$ cat config.mk
export PLATFORM = sky130hd
export DESIGN_NAME = mode_watchdog
export DESIGN_NICKNAME = d
export VERILOG_FILES = /design/src/rtl/mwd_pkg.sv /design/src/rtl/mwd_datapath.sv /design/src/rtl/mwd_ctrl.sv /design/src/rtl/mode_watchdog.sv
export SDC_FILE = /design/constraint.sdc
export NUM_CORES = 1
export LEC_CHECK = 0
export ABC_AREA = 1
export CAP_MARGIN = 30
export CORE_MARGIN = 5
export CORE_UTILIZATION = 50
export CTS_BUF_LIST = sky130_fd_sc_hd__clkbuf_8 sky130_fd_sc_hd__clkbuf_16
export DETAILED_ROUTE_END_ITERATION = 7
export HOLD_SLACK_MARGIN = 0.12
export PLACE_DENSITY = 0.73
export SLEW_MARGIN = 40
export SYNTH_ARGS = -nofsm -noshare
export SYNTH_HDL_FRONTEND = slang
export SYNTH_SLANG_ARGS = --single-unit
$ cat constraint.sdc
create_clock -name clk -period 2.15 [get_ports clk]
set_input_delay 0.43 -clock clk [delete_from_list [all_inputs] [get_ports clk]]
set_output_delay 0.43 -clock clk [all_outputs]
set_load 0.05 [all_outputs]
$ cat src/rtl/mwd_pkg.sv
package mwd_pkg;

  typedef enum logic [1:0] {
    OP_NORMAL   = 2'd0,
    OP_STANDBY  = 2'd1,
    OP_SLEEP    = 2'd2,
    OP_OVERTEMP = 2'd3
  } opMode_e;

  typedef enum logic [1:0] {
    WD_OFF     = 2'd0,
    WD_WINDOW  = 2'd1,
    WD_TIMEOUT = 2'd2
  } wdKind_e;

  // Strobes from control to the counter datapath
  typedef struct packed {
    logic clear;
    logic advance;
  } cntCmd_t;

endpackage

$ cat src/rtl/mwd_datapath.sv
module mwd_datapath
  import mwd_pkg::*;
#(
  parameter int CODE_W     = 3,
  parameter int BASE_MS    = 8,
  parameter int LONG_MS    = 1024,
  parameter int LONGEST_MS = 4096,
  parameter int RST_CODE   = 4,
  parameter int CNT_W      = 13
) (
  input  logic              clk,
  input  logic              rstN,
  input  logic              cfgWe,
  input  logic [CODE_W-1:0] cfgPeriod,
  input  logic              cfgMode,
  input  cntCmd_t           cmd,
  output logic [CODE_W-1:0] periodCode,
  output logic              modeBit,
  output logic [CNT_W-1:0]  cnt,
  output logic [CNT_W-1:0]  periodMs,
  output logic              upperHalf,
  output logic              lastTick,
  output logic              cfgChanged
);

  localparam int NUM_CODES = 1 << CODE_W;

  logic [CNT_W-1:0] halfMs;

  // Geometric scale for the low codes, two fixed long periods on top
  always_comb begin
    if (periodCode == CODE_W'(NUM_CODES - 1)) begin
      periodMs = CNT_W'(LONGEST_MS);
    end else if (periodCode == CODE_W'(NUM_CODES - 2)) begin
      periodMs = CNT_W'(LONG_MS);
    end else begin
      periodMs = CNT_W'(BASE_MS) << periodCode;
    end
  end

  assign halfMs     = periodMs >> 1;
  assign upperHalf  = (cnt >= halfMs);
  assign lastTick   = (cnt == (periodMs - CNT_W'(1)));
  assign cfgChanged = cfgWe && ((cfgPeriod != periodCode) || (cfgMode != modeBit));

  always_ff @(posedge clk) begin
    if (!rstN) begin
      periodCode <= CODE_W'(RST_CODE);
      modeBit    <= 1'b0;
    end else if (cfgWe) begin
      periodCode <= cfgPeriod;
      modeBit    <= cfgMode;
    end
  end

  always_ff @(posedge clk) begin
    if (!rstN) begin
      cnt <= '0;
    end else if (cmd.clear) begin
      cnt <= '0;
    end else if (cmd.advance) begin
      cnt <= cnt + CNT_W'(1);
    end
  end

endmodule

$ cat src/rtl/mwd_ctrl.sv
module mwd_ctrl
  import mwd_pkg::*;
(
  input  logic       clk,
  input  logic       rstN,
  input  logic [1:0] opMode,
  input  logic       disablePin,
  input  logic       trigger,
  input  logic       msTick,
  input  logic       modeBit,
  input  logic       upperHalf,
  input  logic       lastTick,
  input  logic       cfgChanged,
  output cntCmd_t    cmd,
  output wdKind_e    kindNow,
  output logic       modeChg,
  output logic       rstReq,
  output logic       offStatus
);

  logic [1:0] opModePrev;
  logic       pinPrev;
  logic       isOff;
  logic       restart;
  logic       earlyTrig;
  logic       expire;
  logic       pinRise;

  always_comb begin
    if (disablePin) begin
      kindNow = WD_OFF;
    end else begin
      case (opMode_e'(opMode))
        OP_NORMAL:  kindNow = modeBit ? WD_TIMEOUT : WD_WINDOW;
        OP_STANDBY: kindNow = modeBit ? WD_OFF : WD_TIMEOUT;
        default:    kindNow = WD_OFF;
      endcase
    end
  end

  assign isOff     = (kindNow == WD_OFF);
  assign modeChg   = (opMode != opModePrev);
  assign restart   = modeChg || cfgChanged;
  assign earlyTrig = !isOff && !restart && trigger && (kindNow == WD_WINDOW) && !upperHalf;
  assign expire    = !isOff && !restart && !trigger && msTick && lastTick;
  assign pinRise   = disablePin && !pinPrev;

  assign cmd.clear   = isOff || restart || trigger || expire;
  assign cmd.advance = msTick && !cmd.clear;

  always_ff @(posedge clk) begin
    if (!rstN) begin
      opModePrev <= opMode;
      pinPrev    <= 1'b0;
      rstReq     <= 1'b0;
      offStatus  <= 1'b0;
    end else begin
      opModePrev <= opMode;
      pinPrev    <= disablePin;
      rstReq     <= earlyTrig || expire || pinRise;
      offStatus  <= disablePin;
    end
  end

endmodule

$ cat src/rtl/mode_watchdog.sv
module mode_watchdog
  import mwd_pkg::*;
#(
  parameter int BASE_MS    = 8,
  parameter int LONG_MS    = 1024,
  parameter int LONGEST_MS = 4096,
  parameter int RST_CODE   = 4
) (
  input  logic       clk,
  input  logic       rstN,
  input  logic       msTick,
  input  logic       trigger,
  input  logic       cfgWe,
  input  logic [2:0] cfgPeriod,
  input  logic       cfgMode,
  input  logic [1:0] opMode,
  input  logic       disablePin,
  output logic       rstReq,
  output logic       offStatus,
  output logic [1:0] wdKind,
  output logic [2:0] periodCode,
  output logic       modeBit
);

  localparam int CODE_W = 3;
  localparam int CNT_W  = $clog2(LONGEST_MS + 1);

  cntCmd_t          cmd;
  wdKind_e          kindNow;
  logic [CNT_W-1:0] cntVal;
  logic [CNT_W-1:0] periodMs;
  logic             upperHalf;
  logic             lastTick;
  logic             cfgChanged;
  logic             modeChg;

  mwd_datapath #(
    .CODE_W(CODE_W), .BASE_MS(BASE_MS), .LONG_MS(LONG_MS),
    .LONGEST_MS(LONGEST_MS), .RST_CODE(RST_CODE), .CNT_W(CNT_W)
  ) u_dp (
    .clk(clk), .rstN(rstN), .cfgWe(cfgWe), .cfgPeriod(cfgPeriod),
    .cfgMode(cfgMode), .cmd(cmd), .periodCode(periodCode), .modeBit(modeBit),
    .cnt(cntVal), .periodMs(periodMs), .upperHalf(upperHalf),
    .lastTick(lastTick), .cfgChanged(cfgChanged)
  );

  mwd_ctrl u_ctrl (
    .clk(clk), .rstN(rstN), .opMode(opMode), .disablePin(disablePin),
    .trigger(trigger), .msTick(msTick), .modeBit(modeBit),
    .upperHalf(upperHalf), .lastTick(lastTick), .cfgChanged(cfgChanged),
    .cmd(cmd), .kindNow(kindNow), .modeChg(modeChg), .rstReq(rstReq),
    .offStatus(offStatus)
  );

  assign wdKind = kindNow;

endmodule

# Yosys cells after proc, flatten, opt, wreduce, memory -nomap -nowiden
# Index checks and enable logic that the tools add are counted.
word_totals:
  register_bits: 21
  in_bits: 12
  output_inout_bits: 8
  wordCells: 51
classes:
  n_addsub: 2
  order_cmp: 1
  eq_ne: 8
  shifts: 1
  mux: 6
  bitwise_logic: 1
  reduce_logical: 26
ops:
  columns: ["operator", "count"]
  rows:
  - ["13-bit two-way mux", 2]
  - ["13-bit by 1-bit adder with 13-bit output, second input constant", 1]
  - ["13-bit == test", 1]
  - ["13-bit by 12-bit >= comparator with 1-bit output", 1]
  - ["4-bit by 3-bit left shift with 13-bit output, first input constant", 1]
  - ["13-bit by 1-bit subtractor with 13-bit output, second input constant", 1]
  - ["1-bit logical AND", 10]
  - ["1-bit logical OR", 7]
  - ["3-bit == test, second input constant", 2]
  - ["1-bit zero test", 6]
  - ["2-bit two-way mux", 3]
  - ["2-bit by 1-bit == test with 1-bit output, second input constant", 2]
  - ["2-bit zero test", 2]
  - ["2-bit one-hot mux with 2 select lines", 1]
  - ["3-bit inequality test", 1]
  - ["2-bit inequality test", 1]
  - ["2-bit OR reduction", 1]
  - ["1-bit inequality test", 1]
  - ["1-bit NOT", 1]

# Depth between registers and ports, before layout
depth:
  ltp_word: 12
  ltp_mapped: 18
  depth_no_buf: 17

# By module
# Synthesis repeated with hierarchy kept, for this count alone.
unflattened:
  cells_unflattened: 261
  area_unflattened_um2: 1699.1
by_module_without_submodules:
  columns: ["mod", "instances", "cells_per_inst", "area_per_inst_um2", "seq_area_each_um2"]
  rows:
  - ["mwd_datapath", 1, 218, 1440.1, 340.3]
  - ["mwd_ctrl", 1, 43, 259.0, 80.1]

# Worst setup path after synthesis
# No wires, ideal clock.
synth_timing:
  kind: "flip-flop to flip-flop"
  start: "register u_dp.periodCode[2]"
  end: "register u_dp.cnt[6]"
  setup_ps: 66
  arrival_time_ps: 2162
  required_time_ps: 2084
  path_slack_ps: -78
  path_stages_with_launch: 17
  path_buffers: 2
  period_less_slack_ps: 2228
  path_cell_list: "dfxtp_1 buf_6 nor2_4 nand2_1 ha_1 nand2_1 inv_1 nor2_1 nand3_1 nor2_1 nand2_1 nor2_4 nand2_4 nand3_4 buf_12 nand2_2 a21oi_2"
synth_between:
  elab_chain_len: 12
  elab_cells_between_ends: 22
  cone_classes: "add/sub: 1; eq/ne: 4; shift: 1; mux: 2; reduce/logical: 14"
synth_rtl:
  columns: ["element", "line_no", "text"]
  rows:
  - ["start: declaration", "mwd_datapath.sv:17", "output logic [CODE_W-1:0] periodCode,"]
  - ["start signal: assignment", "mwd_datapath.sv:48", "periodCode <= CODE_W'(RST_CODE);"]
  - ["start signal: assignment", "mwd_datapath.sv:51", "periodCode <= cfgPeriod;"]
  - ["branches (longest 9 deep; another with 13-bit by 1-bit subtractor with 13-bit output)", null, null]
  - ["1-bit logical OR (*)", "mwd_ctrl.sv:48", "assign cmd.clear = isOff || restart || trigger || expire;"]
  - ["1-bit zero test", "mwd_ctrl.sv:49", "assign cmd.advance = msTick && !cmd.clear;"]
  - ["1-bit logical AND", "mwd_ctrl.sv:49", null]
  - ["end signal: assignment", "mwd_datapath.sv:62", "cnt <= cnt + CNT_W'(1);"]
  - ["end: declaration", "mwd_datapath.sv:19", "output logic [CNT_W-1:0] cnt,"]
# Every way passes the cells marked *.
# A chain may end at the register's enable or synchronous reset.

# Worst setup path in the final report
layout_timing:
  start: "register u_dp.periodCode[2]"
  end: "output port periodCode[2]"
layout_rtl:
  columns: ["element", "line_no", "text"]
  rows:
  - ["end: declaration", "mode_watchdog.sv:21", "output logic [2:0] periodCode,"]
# No word-level cell between the ends.

==> results.py <==
metrics = {
    "worst_hold_path": {
        "worst_min_delay_path_endpoint": "u_ctrl.opModePrev[1]",
        "worst_hold_path.num_cells": 1,
        "min_from": "opMode[1]",
        "min_path_type": "in2reg",
    },
    "synthesis": {
        "synthCells": 244,
        "synth_fp_nets": 267,
        "unique_cell_type_count_in_the_yosys_netlist": 30,
        "synth.avg_cell_area_um2": 6.94,
        "synth-main-ff-cell": "dfxtp_1",
        "synth-warning-count": 0,
        "synth-edff-count": 0,
        "postSynth.asyncResetShare": 0,
        "post_syn_area_mm2": 0.00169,
        "postSynthRegisterBits": 21,
        "synth-seq-area-share": 0.248,
    },
    "drt": {
        "routed_wl_um": 4090,
        "post_drt_via_cell_ratio": 5.14,
        "initialDrtViolationCount": 101,
        "detail_route.wl_per_cell_um": 12.7,
        "drt_pass1_iterations": 4,
        "drc_errors": 0,
        "remaining_antenna_violation_count_after_routing": 0,
        "dr_total_vias": 1651,
    },
    "global_route": {
        "groute.layer.met1.usage": 0.256,
        "grt_antenna_before_repair": 0,
        "grt_pass1_wl_um": 6490,
        "grt-busiest-layer": "met2",
        "grt_max_degree": 13,
        "global_route.usage.met3": 0.0279,
        "global_route.usage.met2": 0.292,
        "vias_in_the_first_global_route": 1449,
        "grt.overflow.total": 0,
        "grt.total_usage": 0.184,
    },
    "pwr": {
        "seqPwrFrac": 0.448,
        "power.clock.fraction": 0.294,
        "share_comb_of_total_power": 0.259,
        "switching_share": 0.311,
        "power.net_switching_uw": 283,
        "peakVddDrop_mv": 0.244,
        "power.internal_uw": 626,
        "power_density_mw_per_mm2": 436,
        "leakage_uw": 0.000888,
    },
    "run": {
        "maxCapViolCount": 0,
    },
    "floorplan": {
        "floorplan.die.height_um": 68.2,
        "rows": 21,
        "die_w_um": 68.2,
        "coreArea_mm2": 0.00331,
        "floorplan.initialDensity": 0.512,
        "boundaryPins": 20,
        "die_area_mm2": 0.00465,
    },
    "finish": {
        "areaGrowthSynthToFinish_pct": 23.2,
        "layout-drive-gt1-share": 0.229,
        "layout.filler_cells": 311,
        "antenna-diode-count": 0,
        "mostFrequentLayoutCells": "nand2_1, inv_1, nor2_1",
        "nets": 299,
        "layout.cells.most_common": "nand2_1",
        "fin_area_mm2": 0.00209,
    },
    "critical_path": {
        "timing.critical_path.arrival_ps": 1630,
        "worstPathRequired_ps": 1720,
        "crit_chain": "buf_4, clkdlybuf4s50_1",
        "cp_slowest_stage_delay_ps": 820,
        "worst-r2r-cell-count": 14,
        "crit_path_max_delay_family": "buffers and inverters",
        "critical_path.slowest_cell": "clkdlybuf4s50_1",
        "worst-path-buf-inv": 2,
        "worstReg2RegStart": "u_dp.periodCode[2]",
        "worstSetupPathType": "reg2out",
        "reg2reg_to": "u_dp.cnt[6]",
        "critical_path_sink_type": "primary output",
        "worst-r2r-setup-slack_ps": 100,
        "cp-start-kind": "flop",
        "path_depth": 2,
        "crit_path_max_fanout": 10,
    },
    "timing": {
        "relSlewSlack": 0.669,
        "timing.final.ws_setup_ps": 90.6,
        "fmax_ghz": 0.486,
        "finalCriticalPeriod_ps": 2060,
        "hold_ws_ps": 374,
        "unrepaired_setup_endpoints_after_global_routing": "no",
        "worst_pin_slew_ps": 495,
        "clock-skew-final_ps": 8.29,
        "final_hold_viol_count": 0,
        "setup_viol": 0,
        "report.final.slew_viol_count": 0,
        "timing.final.crit_share": 0.958,
    },
    "cts": {
        "clock_tree.buffer_depth": 2,
        "tritoncts_clock_tree": "done",
        "clk_latency_ps": 260,
        "clockRootBuffer": "clkbuf_8",
        "tritoncts_buffer_count": 3,
        "clkSlewWorstSetupHoldPaths_ps": 80,
        "clock_tree.htree_level_count": 1,
        "cts_sinks": 21,
        "post_cts_buffers": 0,
    },
    "placed_design": {
        "io_buffer_count": 19,
        "placement.cell_area_mm2": 0.00199,
        "finalWeightedCongestion": 0.875,
        "dp_worst_setup_slack_ps": -92.4,
        "half_perimeter_wire_length_after_detailed_placement_um": 3210,
    },
    "status": {
        "run_status": "completed",
    },
}
-- timing repair --
| action | in CTS | in global routing |
|---|---|---|
| gates resized for setup | 0 | 12 |
| hold endpoints to repair | 0 | 0 |
| setup endpoints to repair | 0 | 15 |
| hold buffers | 0 | 0 |
-- synth_stat cells (2+ instances only) --
| cell type | n | area, um2 |
|---|---|---|
| inv_4 | 3 | 18.8 |
| nand2_1 | 53 | 199 |
| nand4_1 | 4 | 25.0 |
| nand3_2 | 2 | 20.0 |
| nand3_1 | 18 | 90.1 |
| o21ai_0 | 8 | 40.0 |
| xor2_1 | 10 | 87.6 |
| nor2_4 | 4 | 45.0 |
| nor2_1 | 26 | 97.6 |
| nand2_2 | 9 | 56.3 |
| dfxtp_1 | 21 | 420 |
| a21oi_2 | 7 | 61.3 |
| inv_2 | 3 | 11.3 |
| nor2_2 | 2 | 12.5 |
| nor3_1 | 9 | 45.0 |
| ha_1 | 11 | 138 |
| buf_6 | 3 | 33.8 |
| inv_1 | 26 | 97.6 |
| o21ai_2 | 3 | 26.3 |
| a21oi_1 | 12 | 60.1 |
-- stage by stage --
stage | setup TNS, ps | std cells | total power [uW] | utilization
finish | 0 | 321 | 909 | 0.630
floorplan | 0 | 244 | 563 | -
detailed placement | -717 | 316 | 641 | 0.602
global placement | -89.5 | 316 | 640 | 0.602
global route | 0 | 321 | 954 | 0.630
CTS | 0 | 320 | 906 | 0.616
-- flip-flops by register name (all words and copies together) (netlist names) --
register           count
u_dp.cnt              13
u_dp.periodCode        3
u_ctrl.opModePrev      2
u_ctrl.offStatus       1
u_ctrl.rstReq          1
u_dp.modeBit           1
-- worst max path at each step --
stage	startpoint	end	slack [ps]
6_report	u_dp.periodCode[2]	periodCode[2]	90
5_1_grt	u_dp.periodCode[2]	u_dp.cnt[4]	6
4_1_cts	opMode[1]	wdKind[1]	30
3_5_place_dp	opMode[1]	u_dp.cnt[12]	-90
3_3_place_gp	opMode[1]	u_dp.cnt[12]	-30
2_1_floorplan	u_dp.periodCode[2]	u_dp.cnt[6]	80
-- power groups by stage --
stage          combinational, uW  clock (uW)  sequential, uW
6_report                     235         267             407
5_1_grt                      258         289             408
4_1_cts                      227         272             407
3_5_place_dp                 225           0             416
3_3_place_gp                 224           0             416
2_1_floorplan                125           0             438
-- area by class of cell --
type / count / area, um2 / share of cell area
Multi-Input combinational cell: 188 / 1130 / 0.541
Sequential cell: 21 / 424 / 0.203
Timing Repair Buffer: 30 / 303 / 0.145
Inverter: 32 / 128 / 0.0612
Tap cell: 46 / 57.6 / 0.0276
Clock buffer: 3 / 41.3 / 0.0198
Clock inverter: 1 / 5.00 / 0.00240
-- cells by family (layout without fill, tap and decap cells) --
kind of cell,Yosys count,after routing,share of synthesized area
and+or+nand+nor,132,133,0.385
buffers and inverters,36,66,0.107
AOI/OAI and AO/OA,34,34,0.127
DFF,21,21,0.248
adders and majority gates,11,11,0.0812
xor gates and xnor gates,10,10,0.0517
-- per-layer routing --
layer,share of wire,routed length (um),vias to the layer above
met5,0,0,-
met4,0.014,59,0
met3,0.044,179,7
met2,0.46,1880,35
met1,0.48,1970,753
li1,-,-,856
-- worst register-to-register path: stages (launching register included) --
cell     delay [ps]
dfxtp_2         340
nor2_4          120
nand2_1         130
ha_4            300
nor2_1           40
nor2_1          120
nand3_1          80
nor2_1           90
nand2_1         120
nor2_4          160
nand2_4          80
nand3_4         120
buf_6           140
nand2_2          50
a21oi_2         120
(Power assumes the default switching activity.)
